## src/rtl/wfp_pkg.sv

```systemverilog
`timescale 1ns/1ps
package wfp_pkg;
  // register select taken from address bits 3:2
  typedef enum logic [1:0] {
    SEL_CTRL = 2'd0,
    SEL_STAT = 2'd1,
    SEL_TXD  = 2'd2,
    SEL_RXD  = 2'd3
  } reg_sel_e;

  localparam int unsigned TRIG_W = 3;
  localparam int unsigned NIB_W  = 4;
  localparam int unsigned CTRL_W = 2 * TRIG_W + 2;

  // control layout, MSB first: tx trigger 7:5, rx trigger 4:2, tx flush 1, rx flush 0
  typedef struct packed {
    logic [TRIG_W-1:0] tx_trig;
    logic [TRIG_W-1:0] rx_trig;
    logic              tx_flush;
    logic              rx_flush;
  } ctrl_t;
endpackage

```

## src/rtl/wfp_fifo.sv

```systemverilog
`timescale 1ns/1ps
module wfp_fifo #(
  parameter int unsigned DW    = 32,
  parameter int unsigned DEPTH = 8,
  localparam int unsigned PTR_W = (DEPTH > 1) ? $clog2(DEPTH) : 1,
  localparam int unsigned CNT_W = $clog2(DEPTH + 1)
) (
  input  logic             clk,
  input  logic             rst_n,
  input  logic             flush_i,
  input  logic             push_i,
  input  logic [DW-1:0]    push_data_i,
  input  logic             pop_i,
  output logic [DW-1:0]    head_o,
  output logic [CNT_W-1:0] count_o,
  output logic             full_o,
  output logic             empty_o
);
  logic [DW-1:0]    mem [DEPTH];
  logic [PTR_W-1:0] wr_ptr, rd_ptr, wr_nxt, rd_nxt;
  logic             do_push, do_pop;

  assign full_o  = (count_o == CNT_W'(DEPTH));
  assign empty_o = (count_o == '0);
  assign do_push = push_i && !full_o && !flush_i;
  assign do_pop  = pop_i && !empty_o && !flush_i;
  assign head_o  = mem[rd_ptr];

  generate
    if (DEPTH == (1 << PTR_W)) begin : g_pow2
      assign wr_nxt = wr_ptr + 1'b1;
      assign rd_nxt = rd_ptr + 1'b1;
    end else begin : g_wrap
      assign wr_nxt = (wr_ptr == PTR_W'(DEPTH - 1)) ? '0 : wr_ptr + 1'b1;
      assign rd_nxt = (rd_ptr == PTR_W'(DEPTH - 1)) ? '0 : rd_ptr + 1'b1;
    end
  endgenerate

  always_ff @(posedge clk) begin
    if (!rst_n) begin
      wr_ptr  <= '0;
      rd_ptr  <= '0;
      count_o <= '0;
    end else if (flush_i) begin
      wr_ptr  <= '0;
      rd_ptr  <= '0;
      count_o <= '0;
    end else begin
      if (do_push) wr_ptr <= wr_nxt;
      if (do_pop)  rd_ptr <= rd_nxt;
      case ({do_push, do_pop})
        2'b10:   count_o <= count_o + 1'b1;
        2'b01:   count_o <= count_o - 1'b1;
        default: count_o <= count_o;
      endcase
    end
  end

  always_ff @(posedge clk) begin
    if (do_push) mem[wr_ptr] <= push_data_i;
  end
endmodule

```

## src/rtl/wfp_ctrl.sv

```systemverilog
`timescale 1ns/1ps
module wfp_ctrl
  import wfp_pkg::*;
(
  input  logic  clk,
  input  logic  rst_n,
  input  logic  wr_i,
  input  ctrl_t wdata_i,
  output ctrl_t cfg_o
);
  // a flush bit lives for exactly one cycle: set by the write, cleared by the next edge
  always_ff @(posedge clk) begin
    if (!rst_n) begin
      cfg_o <= '0;
    end else begin
      cfg_o.tx_flush <= wr_i && wdata_i.tx_flush;
      cfg_o.rx_flush <= wr_i && wdata_i.rx_flush;
      if (wr_i) begin
        cfg_o.tx_trig <= wdata_i.tx_trig;
        cfg_o.rx_trig <= wdata_i.rx_trig;
      end
    end
  end
endmodule

```

## src/rtl/wfp_status.sv

```systemverilog
`timescale 1ns/1ps
module wfp_status
  import wfp_pkg::*;
#(
  parameter int unsigned DEPTH = 8,
  localparam int unsigned CNT_W = $clog2(DEPTH + 1)
) (
  input  logic [CNT_W-1:0]    tx_cnt_i,
  input  logic [CNT_W-1:0]    rx_cnt_i,
  input  logic [TRIG_W-1:0]   tx_trig_i,
  input  logic [TRIG_W-1:0]   rx_trig_i,
  output logic [2*NIB_W-1:0]  stat_o,
  output logic                tx_req_o,
  output logic                rx_req_o
);
  logic [CNT_W-1:0] tx_free;

  assign tx_free  = CNT_W'(DEPTH) - tx_cnt_i;
  assign stat_o   = {NIB_W'(tx_free), NIB_W'(rx_cnt_i)};
  assign tx_req_o = 32'(tx_free)  > 32'(tx_trig_i);
  assign rx_req_o = 32'(rx_cnt_i) > 32'(rx_trig_i);
endmodule

```

## src/rtl/fifo_word_pair.sv

```systemverilog
`timescale 1ns/1ps
module fifo_word_pair
  import wfp_pkg::*;
#(
  parameter int unsigned DATA_W = 32,
  parameter int unsigned DEPTH  = 8,
  parameter int unsigned ADDR_W = 4
) (
  input  logic              clk,
  input  logic              rst_n,
  input  logic              host_wr,
  input  logic              host_rd,
  input  logic [ADDR_W-1:0] host_addr,
  input  logic [DATA_W-1:0] host_wdata,
  output logic [DATA_W-1:0] host_rdata,
  output logic              eng_tx_valid,
  input  logic              eng_tx_ready,
  output logic [DATA_W-1:0] eng_tx_data,
  input  logic              eng_rx_valid,
  output logic              eng_rx_ready,
  input  logic [DATA_W-1:0] eng_rx_data,
  output logic              tx_req,
  output logic              rx_req,
  output logic              tx_overflow,
  output logic              rx_underflow
);
  localparam int unsigned CNT_W = $clog2(DEPTH + 1);

  logic              hi_zero, addr_ok;
  reg_sel_e          sel;
  logic              wr_ctrl, wr_txd, rd_rxd;
  ctrl_t             cfg_q;
  logic              tx_flush, rx_flush;
  logic [CNT_W-1:0]  tx_cnt, rx_cnt;
  logic              tx_full, tx_empty, rx_full, rx_empty;
  logic [DATA_W-1:0] rx_head;
  logic [2*NIB_W-1:0] stat;
  logic              tx_pop, rx_push;

  generate
    if (ADDR_W > 4) begin : g_hi
      assign hi_zero = (host_addr[ADDR_W-1:4] == '0);
    end else begin : g_nohi
      assign hi_zero = 1'b1;
    end
  endgenerate

  assign addr_ok = hi_zero && (host_addr[1:0] == 2'b00);
  assign sel     = reg_sel_e'(host_addr[3:2]);
  assign wr_ctrl = host_wr && addr_ok && (sel == SEL_CTRL);
  assign wr_txd  = host_wr && addr_ok && (sel == SEL_TXD);
  assign rd_rxd  = host_rd && addr_ok && (sel == SEL_RXD);

  wfp_ctrl u_ctrl (
    .clk     (clk),
    .rst_n   (rst_n),
    .wr_i    (wr_ctrl),
    .wdata_i (ctrl_t'(host_wdata[CTRL_W-1:0])),
    .cfg_o   (cfg_q)
  );

  assign tx_flush = cfg_q.tx_flush;
  assign rx_flush = cfg_q.rx_flush;

  // engine handshakes
  assign eng_tx_valid = !tx_empty && !tx_flush;
  assign tx_pop       = eng_tx_valid && eng_tx_ready;
  assign eng_rx_ready = !rx_full && !rx_flush;
  assign rx_push      = eng_rx_valid && eng_rx_ready;

  wfp_fifo #(.DW(DATA_W), .DEPTH(DEPTH)) u_txq (
    .clk         (clk),
    .rst_n       (rst_n),
    .flush_i     (tx_flush),
    .push_i      (wr_txd),
    .push_data_i (host_wdata),
    .pop_i       (tx_pop),
    .head_o      (eng_tx_data),
    .count_o     (tx_cnt),
    .full_o      (tx_full),
    .empty_o     (tx_empty)
  );

  wfp_fifo #(.DW(DATA_W), .DEPTH(DEPTH)) u_rxq (
    .clk         (clk),
    .rst_n       (rst_n),
    .flush_i     (rx_flush),
    .push_i      (rx_push),
    .push_data_i (eng_rx_data),
    .pop_i       (rd_rxd),
    .head_o      (rx_head),
    .count_o     (rx_cnt),
    .full_o      (rx_full),
    .empty_o     (rx_empty)
  );

  wfp_status #(.DEPTH(DEPTH)) u_stat (
    .tx_cnt_i  (tx_cnt),
    .rx_cnt_i  (rx_cnt),
    .tx_trig_i (cfg_q.tx_trig),
    .rx_trig_i (cfg_q.rx_trig),
    .stat_o    (stat),
    .tx_req_o  (tx_req),
    .rx_req_o  (rx_req)
  );

  // error pulses, one cycle after the offending access
  always_ff @(posedge clk) begin
    if (!rst_n) begin
      tx_overflow  <= 1'b0;
      rx_underflow <= 1'b0;
    end else begin
      tx_overflow  <= wr_txd && tx_full && !tx_flush;
      rx_underflow <= rd_rxd && rx_empty && !rx_flush;
    end
  end

  always_comb begin
    host_rdata = '0;
    if (addr_ok) begin
      case (sel)
        SEL_CTRL: host_rdata = DATA_W'(cfg_q);
        SEL_STAT: host_rdata = DATA_W'(stat);
        SEL_RXD:  host_rdata = (rx_empty || rx_flush) ? '0 : rx_head;
        default:  host_rdata = '0;
      endcase
    end
  end
endmodule

```

## config.mk

```make
export PLATFORM = sky130hd
export DESIGN_NAME = fifo_word_pair
export DESIGN_NICKNAME = d
export VERILOG_FILES = /design/src/rtl/wfp_pkg.sv /design/src/rtl/wfp_fifo.sv /design/src/rtl/wfp_ctrl.sv /design/src/rtl/wfp_status.sv /design/src/rtl/fifo_word_pair.sv
export SDC_FILE = /design/constraint.sdc
export NUM_CORES = 1
export LEC_CHECK = 0
export CAP_MARGIN = 10
export CORE_MARGIN = 2
export CORE_UTILIZATION = 25
export CTS_CLUSTER_SIZE = 30
export DETAILED_ROUTE_END_ITERATION = 10
export PLACE_DENSITY_LB_ADDON = 0.15
export RECOVER_POWER = 100
export SLEW_MARGIN = 20
export SYNTH_ARGS = -nofsm -noshare
export SYNTH_HDL_FRONTEND = slang
export SYNTH_SLANG_ARGS = --single-unit
export TNS_END_PERCENT = 50
```

## constraint.sdc

```tcl
create_clock -name clk -period 5.2 [get_ports clk]
set_clock_uncertainty 0.2 [all_clocks]
set_input_delay 0.52 -clock clk [delete_from_list [all_inputs] [get_ports clk]]
set_output_delay 0.52 -clock clk [all_outputs]
set_load 0.02 [all_outputs]
```

==> results.py, run 1 <==
metrics = {
    "grt": {
        "antenna_found_initial": 12,
        "grt_overflow_total": 0,
        "groute.usage.overall_pct": 11.4,
        "grt_pass1_wl_mm": 75.5,
        "grt_max_degree": 44,
        "grt_pass1_vias": 11000,
    },
    "worst_setup_path": {
        "cpPeakStageDelay_ns": 1.15,
        "reg2reg_to": "u_txq.mem[5][23]",
        "cp_slowest_cell": "dfxtp_2",
        "crit_path_start_kind": "register",
        "end_kind": "output port",
        "arrival_ns": 3.73,
        "worstPathCellList": "buf_4 -> mux4_2 -> mux2_2 -> dlygate4sd3_1",
        "worstPathMaxFanout": 35,
        "r2r_setup_slack_ns": 0.87,
        "required_ns": 4.48,
        "worstSetupPathType": "reg2out",
        "r2r-start": "u_txq.count_o[0]",
        "r2r.worst_path.cells": 7,
    },
    "clocking": {
        "cts_tree": "built",
        "cts.clk_slew.worst_paths_ns": 0.06,
        "cts_buffers": 61,
        "cts_setup_buffers": 0,
        "h-tree-depth": 2,
        "cts_resized": 0,
        "holdBufCountCts": 0,
        "clock_sinks": 548,
        "clk_path_buf_depth": 3,
        "ctsRootBufferMaster": "clkbuf_16",
        "clkLatencyLatePin_ns": 0.61,
    },
    "synthesis": {
        "synthArstFlopShare_pct": 0,
        "synth_edf_count": 512,
        "seq_area_frac_synth_pct": 74.7,
        "syn-cell-area_um2": 21600,
        "postSynthAreaPerCell_um2": 21.4,
        "synth_warnings": 0,
        "syn_nets": 1098,
        "yosys.cell_count.top_type": "edfxtp_1",
        "synthCells": 1007,
        "yosys_most_used_dff": "edfxtp_1",
        "ys_types": 53,
        "ys_seq_elements": 548,
        "synthTopCellsByArea": "edfxtp_1, mux4_2, dfxtp_1",
        "synth.top_cells.by_count": "edfxtp_1, mux4_2, nor2_1, mux2i_1, dfxtp_1",
        "synth.top_cell.area_share_pct": 71.3,
        "yosys.area.top_type": "edfxtp_1",
    },
    "sta": {
        "setup_violations": 0,
        "tns_ns": 0,
        "drv_slew": 140,
        "fin_ws_ns": 0.752,
        "hold_viol_final": 0,
        "slew_headroom_pct": -65.1,
        "worst_pin_slew_ns": 2.47,
        "grt_setup_unrepaired": "no",
        "fin_crit_ns": 4.45,
        "finalCritPeriodShare_pct": 85.5,
        "fmax_mhz": 225,
    },
    "floorplanning": {
        "die-area_um2": 88600,
        "initial_core_util_pct": 25.3,
        "coreArea_um2": 85300,
        "io_pins": 144,
        "die_y_um": 298,
        "dieWidth_um": 298,
        "rows": 107,
    },
    "placement": {
        "pre_cts_slack_ns": 1.11,
        "io_buffers": 143,
        "gp_congestion": 0.678,
        "dp.final_hpwl_mm": 31.3,
    },
    "hold_path": {
        "hold_depth": 2,
        "hp-start": "u_rxq.rd_ptr[1]",
        "hp-class": "reg2reg",
    },
    "drt": {
        "drt-pass1-iter-count": 5,
        "avgRoutedWirePerCell_um": 21.3,
        "routed_wl_mm": 51.0,
        "final_antenna_net_count": 0,
        "post-route-drc-count": 0,
        "drt_iter0_drc": 494,
        "num_vias": 10200,
        "avgViaCountPerCell": 4.28,
    },
    "flow_run": {
        "max-cap-violations": 8,
    },
    "outcome": {
        "outcome": "finished with violations",
        "violations": "max-capacitance violations, max-slew violations",
    },
    "finish": {
        "fillers": 8319,
        "drive_gt1_share_pct": 22.2,
        "area_growth_pct": 22.6,
        "fin_nets": 1289,
    },
    "power_and_ir_drop": {
        "power.static_leakage_nw": 8.17,
        "pwr_density_cell_nw_per_um2": 369,
        "ir_drop_uv": 305,
    },
}
-- flip-flops by register name, summed over array words and instances (netlist names), named ones only --
| signal | flops |
|---|---|
| u_rxq.mem | 256 |
| u_txq.mem | 256 |
| u_ctrl.cfg_o | 8 |
| u_rxq.count_o | 4 |
| u_txq.count_o | 4 |
| u_rxq.rd_ptr | 3 |
| u_rxq.wr_ptr | 3 |
| u_txq.rd_ptr | 3 |
| u_txq.wr_ptr | 3 |
| rx_underflow | 1 |
| tx_overflow | 1 |
-- final cells by class --
| type | instances | area [um2] | area share (%) |
|---|---|---|---|
| flip-flops and latches | 548 | 16100 | 61.0 |
| multi-input cells | 402 | 5090 | 19.3 |
| repair buffers | 175 | 1650 | 6.26 |
| clock buffers | 75 | 1650 | 6.25 |
| well taps | 1144 | 1430 | 5.42 |
| clock inverters | 40 | 438 | 1.66 |
| inverters | 10 | 38.8 | 0.147 |
| diodes | 2 | 5.00 | 0.0189 |
-- worst max-delay path: cells and delay by family, from the launching register on --
family / cells / cell delay (ns)
DFF: 1 / 1.15
buffers and inverters: 2 / 1.10
muxes: 2 / 0.84
-- cells in the final DEF (no fill, tap or decap), types with 6 or more instances in the layout --
cell / Yosys / routed
nand2_1: 11 / 12
clkdlybuf4s50_1: 0 / 14
mux2i_1: 49 / 49
o21ai_0: 9 / 9
clkinv_1: 0 / 7
clkbuf_2: 2 / 8
o22ai_1: 7 / 7
nor2b_1: 12 / 12
clkinv_2: 1 / 18
mux2_2: 25 / 25
a21oi_1: 7 / 7
dfxtp_1: 36 / 30
mux4_1: 18 / 18
clkbuf_16: 0 / 63
nand3_1: 8 / 8
xnor2_1: 6 / 6
edfxtp_1: 512 / 512
dlygate4sd3_1: 0 / 129
clkbuf_1: 9 / 22
nor2_1: 52 / 49
mux4_2: 110 / 110
buf_4: 10 / 7
mux2_4: 7 / 7
xor2_1: 7 / 7
bufinv_16: 0 / 9
inv_1: 9 / 9
ha_1: 17 / 17
nand2b_1: 9 / 11
-- per-layer routing --
metal / vias up / global-route usage, % / wire length, um
li1: 4556 / - / -
met1: 5371 / 15.0 / 22600
met2: 212 / 19.0 / 24800
met3: 92 / 2.90 / 2600
met4: 12 / 2.81 / 982
met5: - / 0 / 85
-- report_power, final --
part | leakage, nW | total, mW | switching (mW) | internal [mW]
Sequential | 4.92 | 4.90 | 0.0309 | 4.87
Combinational | 2.23 | 0.395 | 0.218 | 0.177
Clock | 1.03 | 4.44 | 1.75 | 2.70
-- per-stage QoR --
step | power (mW) | hold WS [ns] | cells | util, % | instance area, um2
floorplan | 5.20 | 0.263 | 1007 | - | 21600
finish | 9.74 | 0.291 | 2396 | 31.0 | 26400
detailed placement | 5.43 | 0.285 | 2279 | 28.7 | 24500
CTS | 9.92 | 0.303 | 2394 | 31.2 | 26600
global placement | 5.42 | 0.289 | 2279 | 28.7 | 24500
global route | 10.1 | 0.333 | 2395 | 31.0 | 26400
-- worst max path at each step --
stage	from	endpoint	slack [ns]	cells past startpoint
2_1_floorplan	eng_rx_valid	u_rxq.mem[1][0]	1.39	4
3_3_place_gp	host_addr[2]	u_txq.count_o[2]	1.19	11
3_5_place_dp	host_addr[2]	u_txq.mem[6][14]	1.11	6
4_1_cts	register	host_rdata[2]	1.02	4
5_1_grt	u_txq.count_o[0]	u_txq.mem[5][29]	0.48	7
6_report	register	eng_tx_data[13]	0.75	4
-- cell families (layout without fill, tap and decap cells) --
group,Yosys count,after routing,synth area share (%)
AO/OA/AOI/OAI,37,37,1.11
adder cells (fa/ha/maj),17,17,0.987
flip-flops,548,548,74.7
multiplexers,209,209,17.8
XOR/XNOR,13,13,0.528
AND/OR/NAND/NOR,126,126,3.29
buffers and inverters,57,300,1.64
other,0,2,0
No activity file was read; power rests on OpenSTA's default activity.
==> run 2, diff against run 1 <==
--- a/config.mk
+++ b/config.mk
@@ -6,7 +6,7 @@
 export NUM_CORES = 1
 export LEC_CHECK = 0
 export CAP_MARGIN = 10
-export CORE_MARGIN = 2
+export CORE_MARGIN = 4
 export CORE_UTILIZATION = 25
 export CTS_CLUSTER_SIZE = 30
 export DETAILED_ROUTE_END_ITERATION = 10
==> run 2 against run 1 <==
  * First-iteration DRC count grew 16%
  * Critical path depth grew 3
  * Combinational power grew 1%
  * Wire length grew 1.6%
  * Power shrank 3.1%
  * Cell count grew 0.13%
  * Highest routed layer unchanged
  * Maximum frequency shrank 0.25%
  * Critical path type is now in2out
  * Via count grew 0.56%
  * Critical endpoint is now host_rdata[17]
  * The run still ends with max-capacitance violations, max-slew violations left
  * Global-route usage shrank 0.059 points
==> results.py, run 2 (same netlist as run 1, synthesis figures left out) <==
metrics = {
    "worst_setup_path": {
        "end_kind": "output port",
        "arrival_ns": 3.74,
        "cp.depth": 7,
        "cpPeakStageDelay_ns": 0.68,
        "worstSetupPathType": "in2out",
        "cp_slowest_cell": "dlygate4sd3_1",
        "cp_top_family": "buffers and inverters",
        "critPathBufInv": 4,
        "r2r.worst_path.cells": 5,
        "required_ns": 4.48,
        "r2r_setup_slack_ns": 0.83,
        "crit_path_start_kind": "primary input",
        "worstPathMaxFanout": 26,
        "worstPathCellList": "dlygate4sd3_1 -> clkbuf_1 -> and4bb_1 -> nand2_2 -> clkbuf_1 -> nor2_1 -> dlygate4sd3_1",
    },
    "hold_path": {
        "hp-class": "reg2reg",
        "hold_depth": 2,
    },
    "clocking": {
        "cts_tree": "built",
        "cts_resized": 0,
        "clk_path_buf_depth": 3,
        "h-tree-depth": 2,
        "clock_sinks": 548,
        "holdBufCountCts": 0,
        "clkLatencyLatePin_ns": 0.62,
        "cts.clk_slew.worst_paths_ns": 0.06,
        "ctsRootBufferMaster": "clkbuf_16",
        "cts_setup_buffers": 0,
        "cts_buffers": 61,
    },
    "grt": {
        "groute.usage.overall_pct": 11.4,
        "grt_overflow_total": 0,
        "grt_pass1_wl_mm": 76.5,
        "antenna_found_initial": 11,
        "grt_max_degree": 43,
        "grt_pass1_vias": 11100,
    },
    "outcome": {
        "violations": "max-capacitance violations, max-slew violations",
        "outcome": "finished with violations",
    },
    "sta": {
        "hold_viol_final": 0,
        "finalCritPeriodShare_pct": 85.8,
        "drv_slew": 231,
        "fin_crit_ns": 4.46,
        "tns_ns": 0,
        "hold_slack_ns": 0.304,
        "worst_pin_slew_ns": 2.69,
        "fmax_mhz": 224,
        "slew_headroom_pct": -79.1,
        "setup_violations": 0,
        "grt_setup_unrepaired": "no",
    },
    "drt": {
        "final_antenna_net_count": 0,
        "drt_iter0_drc": 572,
        "avgRoutedWirePerCell_um": 21.6,
        "num_vias": 10300,
        "routed_wl_mm": 51.8,
        "avgViaCountPerCell": 4.29,
        "drt-pass1-iter-count": 5,
        "post-route-drc-count": 0,
    },
    "power_and_ir_drop": {
        "power.static_leakage_nw": 8.04,
        "pwr_density_cell_nw_per_um2": 360,
        "ir_drop_uv": 233,
    },
    "floorplanning": {
        "initial_core_util_pct": 25.3,
        "rows": 107,
        "dieWidth_um": 302,
        "io_pins": 144,
        "coreArea_um2": 85300,
        "die-area_um2": 91000,
        "die_y_um": 302,
    },
    "finish": {
        "area_growth_pct": 21.7,
        "postLayoutCoreUtil_pct": 30.7,
        "reg_top3": "u_rxq.mem: 256 flops, u_txq.mem: 256 flops, u_ctrl.cfg_o: 8 flops",
        "final_common_cell": "edfxtp_1",
        "mostFrequentLayoutCells": "edfxtp_1, mux4_2, dlygate4sd3_1",
        "fillers": 8364,
        "final_cell_area_um2": 26200,
        "fin_nets": 1288,
        "drive_gt1_share_pct": 21.1,
    },
    "placement": {
        "io_buffers": 143,
        "dp.final_hpwl_mm": 31.5,
        "placed_area_um2": 24500,
        "gp_congestion": 0.683,
    },
    "flow_run": {
        "max-cap-violations": 12,
    },
}
[run 2: layout make-up]
cell class	count	area (um2)	area share [%]
Antenna cell	6	15.0	0.0573
Clock buffer	75	1600	6.10
Clock inverter	40	328	1.25
Inverter	10	38.8	0.148
Multi-Input combinational cell	402	5080	19.4
Sequential cell	548	16100	61.4
Tap cell	1144	1430	5.46
Timing Repair Buffer	174	1610	6.16
[run 2: per-stage QoR]
stage / power, mW / setup slack, ns / std cells
floorplan: 5.20 / 1.39 / 1007
global placement: 5.43 / 0.954 / 2278
detailed placement: 5.43 / 0.910 / 2278
CTS: 9.63 / 0.915 / 2393
global route: 9.82 / 0.452 / 2394
finish: 9.44 / 0.741 / 2399
[run 2: report_power, final]
| group | total (mW) | internal (mW) | switching (mW) |
|---|---|---|---|
| logic | 0.400 | 0.178 | 0.222 |
| registers | 4.91 | 4.87 | 0.0327 |
| clock network | 4.14 | 2.38 | 1.76 |
[run 2: worst reg2reg max path: stages, from the launching register on]
cell	delay (ns)
dfxtp_1	0.56
or4b_1	0.20
and2_0	0.24
nand2b_1	0.20
nor2_1	1.24
clkbuf_1	1.30
[run 2: final timing paths]
check,startpoint,to
worst max-delay path,host_addr[2],host_rdata[17]
worst min-delay path,u_rxq.rd_ptr[1],register
worst max register to register,u_rxq.count_o[1],u_rxq.mem[2][12]
worst min register to register,u_rxq.rd_ptr[1],register
[run 2: layer usage]
| layer | GRT usage (%) | part of all wire [%] | vias to the layer above |
|---|---|---|---|
| li1 | - | - | 4560 |
| met1 | 14.8 | 44 | 5426 |
| met2 | 19.2 | 49 | 236 |
| met3 | 2.70 | 5.4 | 74 |
| met4 | 2.72 | 1.8 | 4 |
| met5 | 0 | 0.037 | - |
==> run 3, diff against run 2 <==
--- a/config.mk
+++ b/config.mk
@@ -7,7 +7,7 @@
 export LEC_CHECK = 0
 export CAP_MARGIN = 10
 export CORE_MARGIN = 4
-export CORE_UTILIZATION = 25
+export CORE_UTILIZATION = 35
 export CTS_CLUSTER_SIZE = 30
 export DETAILED_ROUTE_END_ITERATION = 10
 export PLACE_DENSITY_LB_ADDON = 0.15
==> run 3 against run 2 <==
  * The flow still finishes with violations (max-capacitance violations, max-slew violations)
  * Power shrank 3.0%
  * Clock-buffer cell count shrank 4
  * Register-to-register slack is essentially flat
  * First-iteration DRC count grew 5.2%
  * Non-clock buffer count shrank 3
  * Global-route usage grew 2.9 points
  * Largest power group unchanged
==> results.py, run 3 (same netlist as run 1, synthesis figures left out) <==
metrics = {
    "outcome": {
        "outcome": "finished with violations",
        "violations": "max-capacitance violations, max-slew violations",
    },
    "grt": {
        "groute.usage.overall_pct": 14.3,
        "antenna_found_initial": 10,
        "grt_pass1_vias": 11000,
        "grt_max_degree": 45,
        "grt_pass1_wl_mm": 71.1,
        "grt_overflow_total": 0,
    },
    "drt": {
        "avgViaCountPerCell": 5.03,
        "wl_met2_mm": 23.7,
        "post-route-drc-count": 0,
        "num_vias": 10200,
        "drt_iter0_drc": 602,
        "final_antenna_net_count": 0,
        "avgRoutedWirePerCell_um": 23.3,
        "drt-pass1-iter-count": 4,
        "top_layer_used": "met5",
        "routed_wl_mm": 47.0,
        "met1_length_mm": 20.1,
        "met3RoutedLength_mm": 2.21,
    },
    "hold_path": {
        "hp-class": "reg2reg",
    },
    "floorplanning": {
        "rows": 90,
        "die-area_um2": 65600,
        "initial_core_util_pct": 35.5,
        "dieWidth_um": 256,
        "die_y_um": 256,
        "io_pins": 144,
        "coreArea_um2": 60700,
    },
    "sta": {
        "setup_violations": 0,
        "tns_ns": 0,
        "finalCritPeriodShare_pct": 86.9,
        "fin_crit_ns": 4.52,
        "slew_headroom_pct": -55.1,
        "hold_slack_ns": 0.307,
        "grt_setup_unrepaired": "no",
        "hold_viol_final": 0,
        "drv_slew": 158,
        "fmax_mhz": 221,
        "worst_pin_slew_ns": 2.32,
    },
    "worst_setup_path": {
        "crit_path_start_kind": "register",
        "r2r_setup_slack_ns": 0.82,
        "cp_slowest_cell": "dfxtp_2",
        "reg2reg_to": "u_rxq.mem[6][28]",
        "worstPathCellList": "clkbuf_2 -> mux4_2 -> mux2_2 -> dlygate4sd3_1",
        "critPathBufInv": 2,
        "end_kind": "output port",
        "cp_top_family": "buffers and inverters",
        "cpPeakStageDelay_ns": 0.99,
        "endpoint": "eng_tx_data[19]",
        "r2r-start": "u_rxq.count_o[1]",
        "r2r.worst_path.cells": 5,
        "worstPathMaxFanout": 35,
        "worstSetupPathType": "reg2out",
        "required_ns": 4.48,
        "cp.depth": 4,
        "arrival_ns": 3.80,
    },
    "power_and_ir_drop": {
        "power.static_leakage_nw": 7.98,
        "p_total_mw": 9.16,
        "ir_drop_uv": 251,
        "pwr_density_cell_nw_per_um2": 358,
    },
    "clocking": {
        "h-tree-depth": 2,
        "clkLatencyLatePin_ns": 0.60,
        "holdBufCountCts": 0,
        "clk_path_buf_depth": 3,
        "cts.clk_slew.worst_paths_ns": 0.06,
        "cts_setup_buffers": 0,
        "cts_resized": 0,
        "cts_tree": "built",
        "ctsRootBufferMaster": "clkbuf_16",
        "cts_buffers": 56,
        "clock_sinks": 548,
    },
    "finish": {
        "final_common_cell": "edfxtp_1",
        "area_growth_pct": 18.9,
        "fin_nets": 1280,
        "mostFrequentLayoutCells": "edfxtp_1, mux4_2, dlygate4sd3_1",
        "drive_gt1_share_pct": 20.4,
        "reg_top3": "u_rxq.mem: 256 flops, u_txq.mem: 256 flops, u_ctrl.cfg_o: 8 flops",
        "final_cell_area_um2": 25600,
    },
    "flow_run": {
        "max-cap-violations": 10,
    },
    "placement": {
        "gp_congestion": 0.693,
        "dp.final_hpwl_mm": 29.1,
        "placed_area_um2": 24100,
        "io_buffers": 143,
    },
}
[run 3: changes by cell type in the layout (fill, tap and decap cells not counted), sizes merged]
| cell | delta |
|---|---|
| clkinv | -1 |
| clkdlybuf4s50 | -2 |
| clkbuf | -6 |
| clkinvlp | -6 |
| buf | -1 |
| dlygate4sd3 | +2 |
| inv | +1 |
| diode | -4 |
[run 3: cell type report]
| class | count | area (um2) |
|---|---|---|
| clock inverters | 34 | 263 |
| flip-flops and latches | 548 | 16100 |
| well taps | 782 | 978 |
| multi-input cells | 402 | 5070 |
| inverters | 10 | 38.8 |
| fillers | 5349 | 35100 |
| clock buffers | 71 | 1500 |
| repair buffers | 171 | 1660 |
| diodes | 2 | 5.00 |
[run 3: metal layers]
metal / global-route usage (%) / up-vias
met5: 0 / -
met2: 24.6 / 209
met4: 3.95 / 10
met1: 18.4 / 5322
li1: - / 4536
met3: 2.92 / 82
[run 3: worst min-delay path by stage]
stage / from / end / slack [ns] / cells past startpoint
after detailed placement: u_rxq.rd_ptr[1] / register / 0.28 / 2
after global placement: u_rxq.rd_ptr[1] / register / 0.29 / 2
after global routing: u_rxq.wr_ptr[0] / u_rxq.wr_ptr[0] / 0.33 / 2
after CTS: u_rxq.rd_ptr[1] / register / 0.30 / 2
final: u_rxq.wr_ptr[0] / u_rxq.wr_ptr[0] / 0.31 / 2
after floorplan: u_rxq.rd_ptr[1] / register / 0.26 / 2
[run 3: report_power, final]
group | internal [mW] | leakage (nW) | total [mW] | switching, mW
Clock | 2.23 | 0.867 | 3.86 | 1.64
Combinational | 0.180 | 2.19 | 0.391 | 0.210
Sequential | 4.87 | 4.92 | 4.90 | 0.0337
Total | 7.28 | 7.98 | 9.16 | 1.88
[run 3: worst reg2reg max path, cell delays in order (launching register included)]
cell,delay [ns]
dfxtp_1,0.54
or4b_1,0.20
and2_0,0.25
nand2b_1,0.18
nor2_1,1.60
clkbuf_1,1.00
[run 3: stage by stage]
| step | util (%) | worst slack (ns) | instances |
|---|---|---|---|
| after detailed placement | 39.7 | 1.17 | 1913 |
| final | 42.2 | 0.683 | 2020 |
| after floorplan | - | 1.39 | 1007 |
| after global routing | 42.2 | 0.473 | 2019 |
| after global placement | 39.6 | 1.26 | 1912 |
| after CTS | 42.6 | 1.01 | 2018 |
